### src/rtl/burst_col_pkg.sv
// Shared constants and types for the burst column generator.
// Assumes a three-bit length code whose fixed lengths are powers of two up to 8.
package burst_col_pkg;

    localparam int LEN_CODE_W = 3;

    localparam logic [LEN_CODE_W-1:0] LEN_ONE   = 3'd0;
    localparam logic [LEN_CODE_W-1:0] LEN_TWO   = 3'd1;
    localparam logic [LEN_CODE_W-1:0] LEN_FOUR  = 3'd2;
    localparam logic [LEN_CODE_W-1:0] LEN_EIGHT = 3'd3;
    localparam logic [LEN_CODE_W-1:0] LEN_FULL  = 3'd7;

    // Smallest column width that can hold an eight-beat block.
    localparam int MIN_COL_W = 3;

    typedef enum logic {
        ORDER_SEQ = 1'b0,
        ORDER_ILV = 1'b1
    } order_e;

endpackage

### src/rtl/burst_len_decode.sv
// Turns the length code and ordering request into a low-bit wrap mask,
// a full-page flag and the ordering that actually applies.
// Assumes COL_W >= MIN_COL_W; reserved codes decode as a single beat.
module burst_len_decode
    import burst_col_pkg::*;
#(
    parameter int COL_W = 9
) (
    input  logic [LEN_CODE_W-1:0] len_code,
    input  order_e                order_req,
    output logic [COL_W-1:0]      wrap_mask,
    output logic                  full_page,
    output order_e                order_eff
);

    // Map each length code onto the set of column bits that move.
    always_comb begin
        full_page = 1'b0;
        wrap_mask = '0;
        case (len_code)
            LEN_TWO:   wrap_mask = COL_W'(1);
            LEN_FOUR:  wrap_mask = COL_W'(3);
            LEN_EIGHT: wrap_mask = COL_W'(7);
            LEN_FULL: begin
                wrap_mask = '1;
                full_page = 1'b1;
            end
            default:   wrap_mask = '0;
        endcase
    end

    // Full page is sequential only, so an interleaved request is overridden.
    always_comb begin
        order_eff = full_page ? ORDER_SEQ : order_req;
    end

endmodule

### src/rtl/burst_beat_counter.sv
// Holds the burst configuration captured at start and counts beats.
// Start takes priority over terminate; a fixed burst ends after the beat
// whose index equals the wrap mask, a full-page burst only on terminate.
module burst_beat_counter
    import burst_col_pkg::*;
#(
    parameter int COL_W = 9
) (
    input  logic             clk,
    input  logic             rst_n,
    input  logic             start,
    input  logic             term,
    input  logic [COL_W-1:0] mask_in,
    input  logic             full_in,
    input  order_e           order_in,
    output logic             active,
    output logic [COL_W-1:0] beat,
    output logic [COL_W-1:0] mask_q,
    output logic             full_q,
    output order_e           order_q,
    output logic             last
);

    // Final beat of a fixed-length burst.
    always_comb begin
        last = active && !full_q && (beat == mask_q);
    end

    // Load on start, stop on terminate or after the last beat, else advance.
    always_ff @(posedge clk) begin
        if (!rst_n) begin
            active  <= 1'b0;
            beat    <= '0;
            mask_q  <= '0;
            full_q  <= 1'b0;
            order_q <= ORDER_SEQ;
        end else if (start) begin
            active  <= 1'b1;
            beat    <= '0;
            mask_q  <= mask_in;
            full_q  <= full_in;
            order_q <= order_in;
        end else if (term) begin
            active  <= 1'b0;
        end else if (active) begin
            if (last) begin
                active <= 1'b0;
            end else begin
                beat <= beat + 1'b1;
            end
        end
    end

    // a fixed burst's beat index never leaves the masked low bits.
    a_r3_beat_in_block: assert property (@(posedge clk) disable iff (!rst_n)
        (active && !full_q) |-> ((beat & ~mask_q) == '0));

    // terminate without start leaves the counter idle.
    a_r8_term_idles: assert property (@(posedge clk) disable iff (!rst_n)
        (term && !start) |=> !active);

    // a start always rearms the counter at beat zero.
    a_r9_start_rearms: assert property (@(posedge clk) disable iff (!rst_n)
        start |=> (active && beat == '0));

endmodule

### src/rtl/burst_col_mapper.sv
// Combines the captured start column with the beat index into a column.
// Bits outside the wrap mask pass through; masked bits take either the
// low bits of base+beat (sequential) or base XOR beat (interleaved).
module burst_col_mapper
    import burst_col_pkg::*;
#(
    parameter int COL_W = 9
) (
    input  logic [COL_W-1:0] base,
    input  logic [COL_W-1:0] beat,
    input  logic [COL_W-1:0] mask,
    input  order_e           order,
    output logic [COL_W-1:0] col
);

    logic [COL_W-1:0] sum;

    // Wrapping sum used by sequential ordering.
    always_comb begin
        sum = base + beat;
    end

    // One selector per column bit.
    for (genvar i = 0; i < COL_W; i++) begin : g_bit
        always_comb begin
            if (!mask[i]) begin
                col[i] = base[i];
            end else if (order == ORDER_ILV) begin
                col[i] = base[i] ^ beat[i];
            end else begin
                col[i] = sum[i];
            end
        end
    end

endmodule

### src/rtl/burst_col_gen.sv
// Top level: column address sequencer for one SDRAM burst.
// Assumes start and terminate are single-cycle requests from a controller;
// col_o reads zero whenever no beat is presented.
module burst_col_gen
    import burst_col_pkg::*;
#(
    parameter int COL_W = 9
) (
    input  logic                  clk,
    input  logic                  rst_n,
    input  logic                  start_i,
    input  logic [COL_W-1:0]      start_col_i,
    input  logic [LEN_CODE_W-1:0] len_code_i,
    input  logic                  order_ilv_i,
    input  logic                  term_i,
    output logic [COL_W-1:0]      col_o,
    output logic                  valid_o,
    output logic                  last_o
);

    logic [COL_W-1:0] dec_mask;
    logic             dec_full;
    order_e           dec_order;
    logic             act;
    logic [COL_W-1:0] beat;
    logic [COL_W-1:0] mask_q;
    logic             full_q;
    order_e           order_q;
    logic             last;
    logic [COL_W-1:0] base_q;
    logic [COL_W-1:0] mapped;

    burst_len_decode #(.COL_W(COL_W)) u_dec (
        .len_code  (len_code_i),
        .order_req (order_e'(order_ilv_i)),
        .wrap_mask (dec_mask),
        .full_page (dec_full),
        .order_eff (dec_order)
    );

    burst_beat_counter #(.COL_W(COL_W)) u_cnt (
        .clk      (clk),
        .rst_n    (rst_n),
        .start    (start_i),
        .term     (term_i),
        .mask_in  (dec_mask),
        .full_in  (dec_full),
        .order_in (dec_order),
        .active   (act),
        .beat     (beat),
        .mask_q   (mask_q),
        .full_q   (full_q),
        .order_q  (order_q),
        .last     (last)
    );

    // Capture the start column of each new burst.
    always_ff @(posedge clk) begin
        if (!rst_n) begin
            base_q <= '0;
        end else if (start_i) begin
            base_q <= start_col_i;
        end
    end

    burst_col_mapper #(.COL_W(COL_W)) u_map (
        .base  (base_q),
        .beat  (beat),
        .mask  (mask_q),
        .order (order_q),
        .col   (mapped)
    );

    // Drive the outputs, forcing the column to zero while idle.
    always_comb begin
        valid_o = act;
        last_o  = last;
        col_o   = act ? mapped : '0;
    end

    // the first beat shows the column sampled with the start.
    a_r2_start_loads: assert property (@(posedge clk) disable iff (!rst_n)
        start_i |=> (valid_o && col_o == $past(start_col_i)));

    // the last flag is only ever raised on a presented beat.
    a_r7_last_valid: assert property (@(posedge clk) disable iff (!rst_n)
        last_o |-> valid_o);

    // after the last beat, the burst closes unless restarted.
    a_r7_last_ends: assert property (@(posedge clk) disable iff (!rst_n)
        (last_o && !start_i) |=> !valid_o);

    // a full-page burst keeps running without terminate or restart.
    a_r6_full_runs: assert property (@(posedge clk) disable iff (!rst_n)
        (valid_o && full_q && !term_i && !start_i) |=> valid_o);

    // sequential beats advance the masked bits by one with wrap.
    a_r4_seq_step: assert property (@(posedge clk) disable iff (!rst_n)
        (valid_o && !last_o && !start_i && !term_i && order_q == ORDER_SEQ)
        |=> ((col_o & mask_q) == (($past(col_o) + 1'b1) & mask_q)));

    // interleaved beats never disturb bits outside the mask.
    a_r5_ilv_upper: assert property (@(posedge clk) disable iff (!rst_n)
        (valid_o && !last_o && !start_i && !term_i && order_q == ORDER_ILV)
        |=> (((col_o ^ $past(col_o)) & ~mask_q) == '0));

    // idle output column reads zero.
    a_r1_idle_zero: assert property (@(posedge clk) disable iff (!rst_n)
        !valid_o |-> (col_o == '0 && !last_o));

endmodule

### config.mk
export PLATFORM = sky130hd
export DESIGN_NAME = burst_col_gen
export DESIGN_NICKNAME = d
export VERILOG_FILES = /design/src/rtl/burst_col_pkg.sv /design/src/rtl/burst_len_decode.sv /design/src/rtl/burst_beat_counter.sv /design/src/rtl/burst_col_mapper.sv /design/src/rtl/burst_col_gen.sv
export SDC_FILE = /design/constraint.sdc
export NUM_CORES = 1
export LEC_CHECK = 0
export BUFFER_PORTS_ARGS = -buffer_cell sky130_fd_sc_hd__buf_4
export CAP_MARGIN = 20
export CORE_MARGIN = 2
export CORE_UTILIZATION = 31
export CTS_CLUSTER_SIZE = 40
export DETAILED_ROUTE_END_ITERATION = 10
export SLEW_MARGIN = 20
export SYNTH_ARGS = -nofsm -noshare
export SYNTH_HDL_FRONTEND = slang
export SYNTH_SLANG_ARGS = --single-unit
export TNS_END_PERCENT = 50
### constraint.sdc
create_clock -name clk -period 3.55 [get_ports clk]
set_input_delay 0.8875 -clock clk [delete_from_list [all_inputs] [get_ports clk]]
set_output_delay 0.8875 -clock clk [all_outputs]
set_load 0.01 [all_outputs]
After elaboration in Yosys (flattened, before gate mapping)
Cells that the tools add are included.
W data, S select, Z words.
Word-level totals
  bits of input ports: 17
  register bits after elaboration: 30
  word-level logic and storage cells: 56
Operators by class
  bitwise operators: 12
  add/subtract/negate cells: 2
  reductions and logical operators: 5
  equality and inequality tests: 5
  muxes and demuxes: 26
Operators by type and width (number)
  $pmux W9 S4: 1
  $mux W1: 24
  $add A9 B1 Y9 const B: 1
  $add A9 B9 Y9: 1
  $eq A9 B9 Y1: 1
  $mux W9: 1
  $xor A1 B1 Y1: 9
  $eq A3 B2 Y1 const B: 2
  $eq A3 B1 Y1 const B: 1
  $eq A3 B3 Y1 const B: 1
  $not A1 Y1: 3
  $reduce_and A3 Y1: 1
  $logic_and A1 B1 Y1: 2
  $reduce_or A2 Y1: 1
  $logic_not A1 Y1: 1

Longest topological paths before layout
  depth in word-level cells: 7
  gate-level depth with buffers: 7
  depth with buffers taken out: 7

By module
From an unflattened synthesis, not the netlist that was laid out.
Second synthesis, totals
  cell total of the unflattened synthesis: 219
  area total of the unflattened synthesis: 2001.9 sq um
By module, submodules not included
  burst_beat_counter: times used 1, cells each 102, area each 992.2 sq um
  burst_col_mapper: times used 1, cells each 67, area each 519.2 sq um
  burst_col_gen: times used 1, cells each 37, area each 394.1 sq um
  burst_len_decode: times used 1, cells each 13, area each 96.3 sq um

Worst setup path after synthesis
OpenSTA, ideal clock, no wires.
  path kind: register to output
  start point: register u_cnt.beat[0]
  end point: output col_o[8]
  data arrival time: 2088 ps
  required time: 2663 ps
  cell stages (with the launch flop): 8
  path slack: 574 ps
  path buffers: 0
  path through: dfxtp_1 ha_1 fa_1 a211oi_2 o32ai_2 a31oi_1 mux2i_1 mux2i_1
On the way
  longest elaborated chain between the ends: 4
Ends and longest elaborated chain
  start: declaration: line burst_beat_counter.sv:17  | output logic [COL_W-1:0] beat,
  start signal: assignment: line burst_beat_counter.sv:49  | beat <= beat + 1'b1;
  $add A9 B9 Y9: line burst_col_mapper.sv:20  | sum = base + beat;
  $mux W1: line burst_col_mapper.sv:28  | end else if (order == ORDER_ILV) begin
  $mux W1: line burst_col_mapper.sv:26  | if (!mask[i]) begin
  $mux W9: line burst_col_gen.sv:78  | col_o = act ? mapped : '0;
  end: declaration: line burst_col_gen.sv:16  | output logic [COL_W-1:0] col_o,
No other way between the ends.

Final worst setup path
Ends and elaborated chain as after synthesis.

==> flow_summary.toml <==
[critical_path]
endpoint_kind = "output pin"
cp_data_arrival_time_ns = 2.46
slowest_stage = "dfxtp_2"
ff2ff_path_depth = 5
crit_fanout = 6
reg2reg_from = "u_cnt.mask_q[7]"
worst_path_largest_cell_delay_ns = 0.36
rrSetupSlack_ns = 1.98
worstSetupStartpointType = "flip-flop"
required_ns = 2.66
reg2reg_to = "u_cnt.beat[1]"
cp_top_family = "compound AO/OA/AOI/OAI gates"
crit_chain = "ha_1, fa_2, a211oi_2, o32ai_2, a31oi_1, mux2i_1, mux2i_1, buf_4"
startpoint = "u_cnt.beat[0]"
worst-path-buf-inv = 1
critPathMostFrequentCell = "mux2i_1"
critical_path_class = "reg2out"

[clock_network]
cts_tree = "done"
cts_inserted_buffers = 3
clkTransAtPathRegs_ns = 0.08
clock-sinks = 24
cts-hold-fix-buffers = 0
h-tree-depth = 1
clock_latency_ns = 0.27
cts-root-buf = "clkbuf_8"
clockBufferDepth = 2

[cells_and_area]
fin_area_sq_mm = 0.00186
diodes = 0
syn_to_final_growth_pct = 20.1
fillCellCount = 499
final_cell_mix = "buf_4, dfxtp_1, nor2_1"
drive_above_1_share_pct = 21.0
nets = 228
final_common_cell = "buf_4"

[worst_hold_path]
whs_path_depth = 2
min_path_type = "reg2reg"
min-delay-start = "base_q[8]"
min_to = "base_q[8]"

[sta]
setup_violations = 0
fin_crit_ns = 3.35
worst_pin_slew_ns = 0.512
fin_setup_tns_ns = 0
rsz0062_at_grt = "no"
timing.final.crit_share_pct = 94.4
drv_slew = 0
fmax_mhz = 298
slew_headroom_pct = 65.8
fin_skew_ns = 0.00192
finalHoldViolCount = 0

[logic_synthesis]
synth_top_area_share_pct = 31.0
ys_seq_elements = 24
synth_nets = 202
syn_area_per_cell_sq_um = 8.86
synth_ff_type = "dfxtp_1"
synth_edf_count = 0
ys_types = 43
post-synth-top-area-cell = "dfxtp_1"
synth_area_leaders = "dfxtp_1, mux2i_1, ha_1"
ys_seq_area_share_pct = 31.0
async_reset_ff_share_pct = 0
ys_warn_count = 0
postSynthCellCount = 175
syn_area_sq_mm = 0.00155

[grt]
grt_antenna_before_repair = 0
grt_pass1_wl_um = 5830
grt_overflow = 0
grt_usage_pct = 13.5
grt_max_degree = 18
first_global_vias = 1226

[floorplanning]
ios = 28
core.rowCount = 25
fp.coreArea_sq_mm = 0.00479
die_w_um = 74.7
start_util_pct = 32.4
die_y_um = 74.7
dieArea_sq_mm = 0.00558

[drt]
first_pass_iters = 5
vias = 1287
drt_iter0_markers = 79
ant_nets = 0
wire_per_inst_um = 13.0
drc = 0
wl_um = 3460
drt-vias-per-instance = 4.82

[outcome]
status = "finished clean"

[place]
place_area_sq_mm = 0.00180
gp_congestion = 0.805
dp_hpwl_um = 2580
port_buffers = 27

[job]
drv_cap = 0

[power_and_ir_drop]
ir_drop_mv = 0.186
leakagePower_uw = 0.000788
powerDensity_mw_per_mm2 = 303
## Yosys cell counts (2+ instances only)
master,number
nor2_1,20
a211oi_2,3
nand2_1,10
or2b_1,2
inv_1,4
or4_1,2
a211oi_1,5
mux2i_1,15
a21oi_1,7
nor2b_1,10
ha_1,9
buf_2,3
o211ai_1,3
a21boi_0,4
nand3_1,9
and3_1,2
xnor2_1,7
xor2_1,6
dfxtp_1,24
nand4_1,2
o21ai_0,5
a21o_1,2
## flip-flops by register name, summed over array words and instances (netlist names)
name	count
base_q	9
u_cnt.active	1
u_cnt.beat	9
u_cnt.order_q	1
u_cnt.mask_q	4
## stage by stage
step	hold WS (ns)	total power [uW]	util, %	setup WS [ns]	instances
finish	0.535	563	38.9	0.199	267
global placement	0.518	383	37.7	0.381	263
floorplan	0.484	350	-	0.574	175
detailed placement	0.526	385	37.7	0.357	263
CTS	0.538	571	38.8	0.0109	267
global route	0.565	596	38.9	0.0463	267
## tightest hold or removal path, stage by stage, from the launching register on
cell     delay (ns)
dfxtp_1        0.33
mux2i_1        0.12
nor2b_1        0.05
## power by group
| part | internal [uW] | total, uW | switching [uW] |
|---|---|---|---|
| clock | 99.0 | 186 | 87.1 |
| sequential | 279 | 292 | 12.6 |
| combinational | 44.3 | 85.5 | 41.2 |
## final cells by class
class / count / area [sq um] / share of cell area, %
timing repair buffer: 27 / 203 / 10.9
multi-input combinational: 141 / 1020 / 55.0
inverter: 4 / 15.0 / 0.806
clock buffer: 4 / 55.1 / 2.96
tap: 67 / 83.8 / 4.50
sequential: 24 / 482 / 25.9
## routing by layer
metal	routed length, um	up-vias	track usage, %
li1	-	680	-
met1	1750	580	18.7
met2	1560	25	21.4
met4	22	0	2.58
met5	0	-	0
met3	129	2	3.48
## cell families (layout without fill, tap and decap cells)
family / Yosys count / after routing / share of synthesized area (%)
and+or+nand+nor: 67 / 67 / 22.4
AOI/OAI and AO/OA: 36 / 36 / 17.9
DFF: 24 / 24 / 31.0
muxes: 15 / 15 / 9.68
xor gates and xnor gates: 13 / 13 / 7.34
adders and majority gates: 10 / 10 / 8.56
buffers and inverters: 10 / 35 / 3.15
## what timing repair did
action                     CTS  global route
buffers inserted             0             0
resized for setup            0             2
setup endpoints to repair    0             1
hold endpoints to repair     0             0
## worst max-delay path by stage
stage | end | cells after the start | slack, ns
global route | col_o[8] | 8 | 0.05
floorplan | col_o[8] | 7 | 0.57
finish | col_o[8] | 8 | 0.20
CTS | col_o[8] | 8 | 0.01
detailed placement | col_o[8] | 8 | 0.36
global placement | col_o[8] | 8 | 0.38
Power figures use the tool's default switching activity.
